**src/rtl/trig_cnt_pkg.sv**
```systemverilog
package trig_cnt_pkg;
  localparam logic [2:0] SLV_TRIG_START = 3'b110;
  localparam logic [2:0] SRC_TRIG_PIN   = 3'b101;
  localparam int         PIN_TRIG       = 0;
  localparam int         PIN_EVT        = 1;
  localparam int         NUM_PINS       = 2;
endpackage

```
**src/rtl/trc_edge_sync.sv**
```systemverilog
module trc_edge_sync #(
  parameter int STAGES = 2
) (
  input  logic clk,
  input  logic rst_n,
  input  logic pin,
  input  logic fall_sel,
  output logic pulse
);
  localparam int TOP = STAGES - 1;

  logic [TOP:0] sync_q, sync_d;
  logic         prev_q, prev_d;
  logic         pulse_q, pulse_d;

  always_comb begin
    sync_d  = {sync_q[TOP-1:0], pin};
    prev_d  = sync_q[TOP];
    pulse_d = fall_sel ? (prev_q & ~sync_q[TOP]) : (~prev_q & sync_q[TOP]);
  end

  always_ff @(posedge clk or negedge rst_n) begin
    if (!rst_n) begin
      sync_q  <= '0;
      prev_q  <= 1'b0;
      pulse_q <= 1'b0;
    end else begin
      sync_q  <= sync_d;
      prev_q  <= prev_d;
      pulse_q <= pulse_d;
    end
  end

  assign pulse = pulse_q;


  single_pulse_chk: assert property (@(posedge clk) disable iff (!rst_n)
    pulse |=> !pulse);
endmodule

```
**src/rtl/trc_ctrl.sv**
```systemverilog
module trc_ctrl (
  input  logic clk,
  input  logic rst_n,
  input  logic mode_ok,
  input  logic trig,
  input  logic cen_clr,
  input  logic flag_clr,
  output logic cen,
  output logic flag
);
  logic cen_q, cen_d;
  logic flag_q, flag_d;
  logic start;

  always_comb begin
    start  = mode_ok & trig;
    cen_d  = cen_q;
    flag_d = flag_q;
    if (start)        cen_d = 1'b1;
    else if (cen_clr) cen_d = 1'b0;
    if (start)         flag_d = 1'b1;
    else if (flag_clr) flag_d = 1'b0;
  end

  always_ff @(posedge clk or negedge rst_n) begin
    if (!rst_n) begin
      cen_q  <= 1'b0;
      flag_q <= 1'b0;
    end else begin
      cen_q  <= cen_d;
      flag_q <= flag_d;
    end
  end

  assign cen  = cen_q;
  assign flag = flag_q;


  cen_hold_chk: assert property (@(posedge clk) disable iff (!rst_n)
    (cen && !cen_clr) |=> cen);

  flag_sticky_chk: assert property (@(posedge clk) disable iff (!rst_n)
    (flag && !flag_clr) |=> flag);

  flag_set_wins_chk: assert property (@(posedge clk) disable iff (!rst_n)
    (mode_ok && trig && flag_clr) |=> flag);

  no_start_chk: assert property (@(posedge clk) disable iff (!rst_n)
    (!mode_ok && !cen) |=> !cen);
endmodule

```
**src/rtl/trc_counter.sv**
```systemverilog
module trc_counter #(
  parameter int W = 16
) (
  input  logic         clk,
  input  logic         rst_n,
  input  logic         step,
  output logic [W-1:0] count,
  output logic         wrap
);
  localparam logic [W-1:0] ONE = {{(W-1){1'b0}}, 1'b1};

  logic [W-1:0] cnt_q, cnt_d;
  logic         wrap_q, wrap_d;

  always_comb begin
    cnt_d  = cnt_q;
    wrap_d = 1'b0;
    if (step) begin
      cnt_d  = cnt_q + ONE;
      wrap_d = &cnt_q;
    end
  end

  always_ff @(posedge clk or negedge rst_n) begin
    if (!rst_n) begin
      cnt_q  <= '0;
      wrap_q <= 1'b0;
    end else begin
      cnt_q  <= cnt_d;
      wrap_q <= wrap_d;
    end
  end

  assign count = cnt_q;
  assign wrap  = wrap_q;


  unit_step_chk: assert property (@(posedge clk) disable iff (!rst_n)
    1'b1 |=> (cnt_q == $past(cnt_q) || cnt_q == $past(cnt_q) + ONE));

  wrap_zero_chk: assert property (@(posedge clk) disable iff (!rst_n)
    wrap |-> (cnt_q == '0));
endmodule

```
**src/rtl/trig_ext_counter.sv**
```systemverilog
module trig_ext_counter
  import trig_cnt_pkg::*;
#(
  parameter int CNT_W       = 16,
  parameter int SYNC_STAGES = 2
) (
  input  logic             clk,
  input  logic             rst_n,
  input  logic             trig_pin,
  input  logic             evt_pin,
  input  logic             trig_fall,
  input  logic             evt_fall,
  input  logic             evt_en,
  input  logic [2:0]       slave_mode,
  input  logic [2:0]       trig_src,
  input  logic             cnt_en_clr,
  input  logic             trig_flag_clr,
  output logic [CNT_W-1:0] count,
  output logic             cnt_en,
  output logic             trig_flag,
  output logic             wrap_pulse
);
  logic [1:0]          rst_sync_q;
  logic                rst_int_n;
  logic [NUM_PINS-1:0] pin_v, fall_v, pulse_v;
  logic                mode_ok;
  logic                step;

  always_ff @(posedge clk or negedge rst_n) begin
    if (!rst_n) rst_sync_q <= 2'b00;
    else        rst_sync_q <= {rst_sync_q[0], 1'b1};
  end
  assign rst_int_n = rst_sync_q[1];

  assign pin_v[PIN_TRIG]  = trig_pin;
  assign pin_v[PIN_EVT]   = evt_pin;
  assign fall_v[PIN_TRIG] = trig_fall;
  assign fall_v[PIN_EVT]  = evt_fall;

  for (genvar gi = 0; gi < NUM_PINS; gi++) begin : g_pin
    trc_edge_sync #(.STAGES(SYNC_STAGES)) u_sync (
      .clk      (clk),
      .rst_n    (rst_int_n),
      .pin      (pin_v[gi]),
      .fall_sel (fall_v[gi]),
      .pulse    (pulse_v[gi])
    );
  end

  assign mode_ok = (slave_mode == SLV_TRIG_START) && (trig_src == SRC_TRIG_PIN);
  assign step    = pulse_v[PIN_EVT] & cnt_en & mode_ok & evt_en;

  trc_ctrl u_ctrl (
    .clk      (clk),
    .rst_n    (rst_int_n),
    .mode_ok  (mode_ok),
    .trig     (pulse_v[PIN_TRIG]),
    .cen_clr  (cnt_en_clr),
    .flag_clr (trig_flag_clr),
    .cen      (cnt_en),
    .flag     (trig_flag)
  );

  trc_counter #(.W(CNT_W)) u_cnt (
    .clk   (clk),
    .rst_n (rst_int_n),
    .step  (step),
    .count (count),
    .wrap  (wrap_pulse)
  );


  frozen_when_off_chk: assert property (@(posedge clk) disable iff (!rst_int_n)
    !cnt_en |=> (count == $past(count)));

  evt_gate_chk: assert property (@(posedge clk) disable iff (!rst_int_n)
    !evt_en |=> (count == $past(count)));

  bad_mode_chk: assert property (@(posedge clk) disable iff (!rst_int_n)
    !mode_ok |=> (count == $past(count)));
endmodule

```
**config.mk**
```make
export PLATFORM = sky130hd
export DESIGN_NAME = trig_ext_counter
export DESIGN_NICKNAME = d
export VERILOG_FILES = /design/src/rtl/trig_cnt_pkg.sv /design/src/rtl/trc_edge_sync.sv /design/src/rtl/trc_ctrl.sv /design/src/rtl/trc_counter.sv /design/src/rtl/trig_ext_counter.sv
export SDC_FILE = /design/constraint.sdc
export NUM_CORES = 1
export LEC_CHECK = 0
export ABC_CLOCK_PERIOD_IN_PS = 900
export BUFFER_PORTS_ARGS = -buffer_cell sky130_fd_sc_hd__buf_2
export CAP_MARGIN = 20
export CORE_ASPECT_RATIO = 1.75
export CORE_MARGIN = 4
export CORE_UTILIZATION = 47
export CTS_BUF_LIST = sky130_fd_sc_hd__clkbuf_4
export CTS_CLUSTER_DIAMETER = 40
export CTS_CLUSTER_SIZE = 8
export DETAILED_ROUTE_END_ITERATION = 8
export PLACE_DENSITY = 0.76
export SLEW_MARGIN = 20
export SYNTH_ARGS = -nofsm -noshare
export SYNTH_HDL_FRONTEND = slang
export SYNTH_SLANG_ARGS = --single-unit
```
**constraint.sdc**
```tcl
create_clock -name clk -period 0.9 [get_ports clk]
set_input_delay 0.045 -clock clk [delete_from_list [all_inputs] [get_ports clk]]
set_output_delay 0.045 -clock clk [all_outputs]
set_load 0.1 [all_outputs]
```
==> reports/metrics.cfg, run 1 <==
[die]
fp-row-count=23
start_util=0.5024
die_w_microns=45.74
io-pin-count=34
die_y_microns=74.04

[clocking]
cts_root_buf=clkbuf_4
numCtsBuffers=5
cts_buffer_depth=2
cts-htree-levels=2
cts_sinks=29

[yosys]
avgSynthCellArea_sq_um=12.46
synth.net_count=110
syn_inst=94
yosysUniqueCellTypes=19
synth.yosys.warnings=0
yosysSeqAreaShare=0.6197
synth_area_leaders=dfrtp_1 (62%), xnor2_1 (9.7%), nand2_1 (3.2%)
syn-cell-area_sq_um=1171
ys_ff_latch=29
synth_top_area_frac=0.6197
yosys.area.top_type=dfrtp_1

[sta]
worstEndpointType=register input
postGrtWorstEndpoint=u_cnt.count[13]$_DFFE_PN0P_/D

[grt]
grt_max_degree=20

[place]
dpl_cell_area_sq_um=1927
dp_hpwl_microns=2511
gp_congestion=0.7534
port_buffers=33

[outcome]
haltStage=global routing (5_1_grt)
error=[ERROR DPL-0038] Utilization greater than 100%, impossible to legalize
status=did not finish

-- cell families after synthesis --
family / after synthesis / synth area share
AND/OR/NAND/NOR: 40 / 0.2180
AO/OA/AOI/OAI: 4 / 0.01709
multiplexers: 1 / 0.009615
adder cells (fa/ha/maj): 1 / 0.01068
other: 1 / 0.003202
flip-flops: 29 / 0.6197
XOR/XNOR: 15 / 0.1122
buffers and inverters: 3 / 0.009615
-- through the flow --
step,util,setup TNS [ns],setup WS [ns],instances
2_1_floorplan,-,-10.67,-0.6491,94
4_1_cts,0.9549,-10.26,-0.3950,201
3_3_place_gp,0.8266,-5.452,-0.3838,174
3_5_place_dp,0.8266,-6.218,-0.4450,174
-- synth_stat cells --
master,count
o21ai_0,4
and3_1,5
nor4_1,2
nor3_4,1
xnor2_1,13
nand2b_2,1
xor2_1,2
nand4_1,6
nand2_1,10
nand3_1,6
nand4b_4,1
inv_1,3
nor2_1,5
nor4_4,1
and4_1,2
dfrtp_1,29
ha_1,1
conb_1,1
mux2_1,1
-- repair_timing --
action                                 CTS
pin swaps                               10
endpoints found under the hold margin    7
setup endpoints to repair               37
resized for setup                       19
hold buffers                             7
buffers inserted                        12
==> run 2: changes to the inputs <==
Settings changed: ABC_CLOCK_PERIOD_IN_PS 900 to 1200, CORE_AREA set to 4 4 65 67, CORE_ASPECT_RATIO 1.75 to unset, CORE_MARGIN 4 to unset, CORE_UTILIZATION 47 to unset, CTS_BUF_LIST sky130_fd_sc_hd__clkbuf_4 to unset, CTS_CLUSTER_DIAMETER 40 to unset, CTS_CLUSTER_SIZE 8 to unset, DIE_AREA set to 0 0 69 71, PLACE_DENSITY 0.76 to unset, PLACE_DENSITY_LB_ADDON set to 0.15.
Clock period 0.9 ns to 1.2 ns, I/O delays scaled along.
==> reports/metrics.cfg, run 2 <==
[place]
post-place-cells=194  ; +11%
pre_cts_ws_ns=-0.1218  ; +0.3233 ns
dp_hpwl_microns=1995  ; -21%
port_buffers=33  ; unchanged
dpl_cell_area_sq_um=1851  ; -4.0%
gp_congestion=0.8224  ; +9.2%

[sta]
holdWs_ns=0.04156
rsz0062_at_grt=yes
max_freq_mhz=756.3
hold_viol_final=0
setup_tns_ns=-0.7549
skew_ns=0.006369
period_minus_slack_ns=1.322
drv_slew=0
final.period_utilization=1.102
fin_ws_ns=-0.1222
setup-violations-final=17

[yosys]
syn_inst=94  ; unchanged
async_flop_share=1.000  ; unchanged
synth.net_count=110  ; unchanged
synth_ff_type=dfrtp_1
synth_edf_count=0  ; unchanged
ys_ff_latch=29  ; unchanged
avgSynthCellArea_sq_um=12.46  ; unchanged
synth.yosys.warnings=0  ; unchanged
yosysSeqAreaShare=0.6197  ; unchanged
netlist_top_cells_count=dfrtp_1 (29), xnor2_1 (13), nand2_1 (10), nand3_1 (6), nand4_1 (6)
synth_top_area_frac=0.6197  ; unchanged
syn-cell-area_sq_um=1171  ; unchanged
synth_area_leaders=dfrtp_1 (62%), xnor2_1 (9.7%), nand2_1 (3.2%)
yosysUniqueCellTypes=19  ; unchanged
synth_most_common_cell=dfrtp_1
yosys.area.top_type=dfrtp_1

[final_layout]
nets=176
postLayoutCellArea_sq_um=2079
antennaDiodeCount=0
mostFrequentLayoutCell=buf_4
layout_common_cells=buf_4 (20), buf_2 (18), buf_12 (15)
largest_register_ffs=16
layout-drive-gt1-share=0.5652
final_cell_count_no_fill=209
fill_cells=320
fin_util=0.5723
area_delta_synth_final_pct=77.56

[min_path]
hold_path_class=in -> reg

[routing]
num_vias=928
via_per_inst=4.440
drt-met1-wl_microns=1006
ant_nets=0
routed_wl_microns=2570
wl_per_cell_microns=12.30
first_iter_violations=28
firstDrtPassIters=5
wl_met2_microns=1356
routed-wl-met3_microns=150
top_layer_used=met4
route.detailed.drc=0

[grt]
grt_usage=0.1150
grt_pass1_vias=983
grt_overflow=0
grt_max_degree=18
antenna_found_initial=0
grt_pass1_wl_microns=4381

[die]
fp-row-count=22  ; -4.3%
dieArea_sq_um=4899
die_y_microns=71  ; -4.1%
start_util=0.3223  ; -0.1801
core_area_sq_um=3633
die_w_microns=69  ; +51%
io-pin-count=34  ; unchanged

[worst_setup_path]
cp_max_fo=10
crit_path_start_kind=register
cp.arrival_ns=1.49
critPathCaptureType=register
required_ns=1.36
critPathKind=reg -> reg

[clocking]
cts-htree-levels=2  ; unchanged
cts_sinks=29  ; unchanged
cts_root_buf=clkbuf_8
insertion_delay_ns=0.28
numCtsBuffers=5  ; unchanged
cts_buffer_depth=2  ; unchanged
clkSlewWorstSetupHoldPaths_ns=0.07
cts_tree=yes

[outcome]
status=finished, violations left
violations=negative setup slack

[job]
cap_violations=0

[power]
p_per_area_nw_per_um2=1008
ir_drop_v=0.0007097
p_leak_nw=0.9418
p_total_mw=2.097

run 2: worst max-delay path, cell delays in order (launching register included):
cell	delay (ns)
dfrtp_4	0.42
nand3_4	0.12
nor3_4	0.22
buf_12	0.16
mux2_4	0.29
run 2: per-layer routing:
layer / global-route usage / vias to the layer above
li1: - / 452
met1: 0.1249 / 443
met2: 0.1854 / 26
met3: 0.04688 / 7
met4: 0.07592 / 0
met5: 0 / -
run 2: path summary, 6_finish.rpt:
check | startpoint | endpoint | cells after the start | slack, ns
hold reg to reg | rst_sync_q[1] | g_pin[0].u_sync.prev_q | 1 | 0.18
max in group asynchronous | rst_sync_q[1] | u_cnt.count[9] | 1 | 0.76
hold / removal | trig_fall | g_pin[0].u_sync.pulse | 3 | 0.04
setup / recovery | u_ctrl.cen | u_cnt.count[1] | 4 | -0.12
min in group asynchronous | rst_n | rst_sync_q[1] | 2 | 0.08
setup reg to reg | u_ctrl.cen | u_cnt.count[1] | 4 | -0.12
run 2: report_power, final:
group	leakage, nW	switching, mW	internal [mW]	total (mW)
clock network	0.0543	0.382	0.620	1.00
logic	0.531	0.0480	0.0419	0.0899
registers	0.356	0.00863	0.996	1.00
run 2: cell type report:
class                   instances  area, sq um  share of cell area
clock buffers                   5        68.82             0.03309
clock inverters                 3        46.29             0.02226
multi-input cells              62        525.5              0.2527
inverters                       3        11.26            0.005415
well taps                      48        60.06             0.02888
repair buffers                 59        598.1              0.2876
flip-flops and latches         29        769.5              0.3700
run 2: what timing repair did:
item | CTS | global route
gates resized for setup | 3 | 5
setup endpoints to repair | 16 | 18
hold buffers | 5 | 0
pin swaps | 10 | 5
setup buffers | 1 | 1
hold endpoints to repair | 6 | 0
cloned | 0 | 0
run 2: cells by family after synthesis:
| family | count (synthesis) | share of synthesized area |
|---|---|---|
| buf+inv | 3 | 0.009615 |
| fa+ha+maj | 1 | 0.01068 |
| simple gates | 40 | 0.2180 |
| xor+xnor | 15 | 0.1122 |
| flops | 29 | 0.6197 |
| other cells | 1 | 0.003202 |
| compound gates | 4 | 0.01709 |
| mux | 1 | 0.009615 |
(Power assumes the default switching activity.)
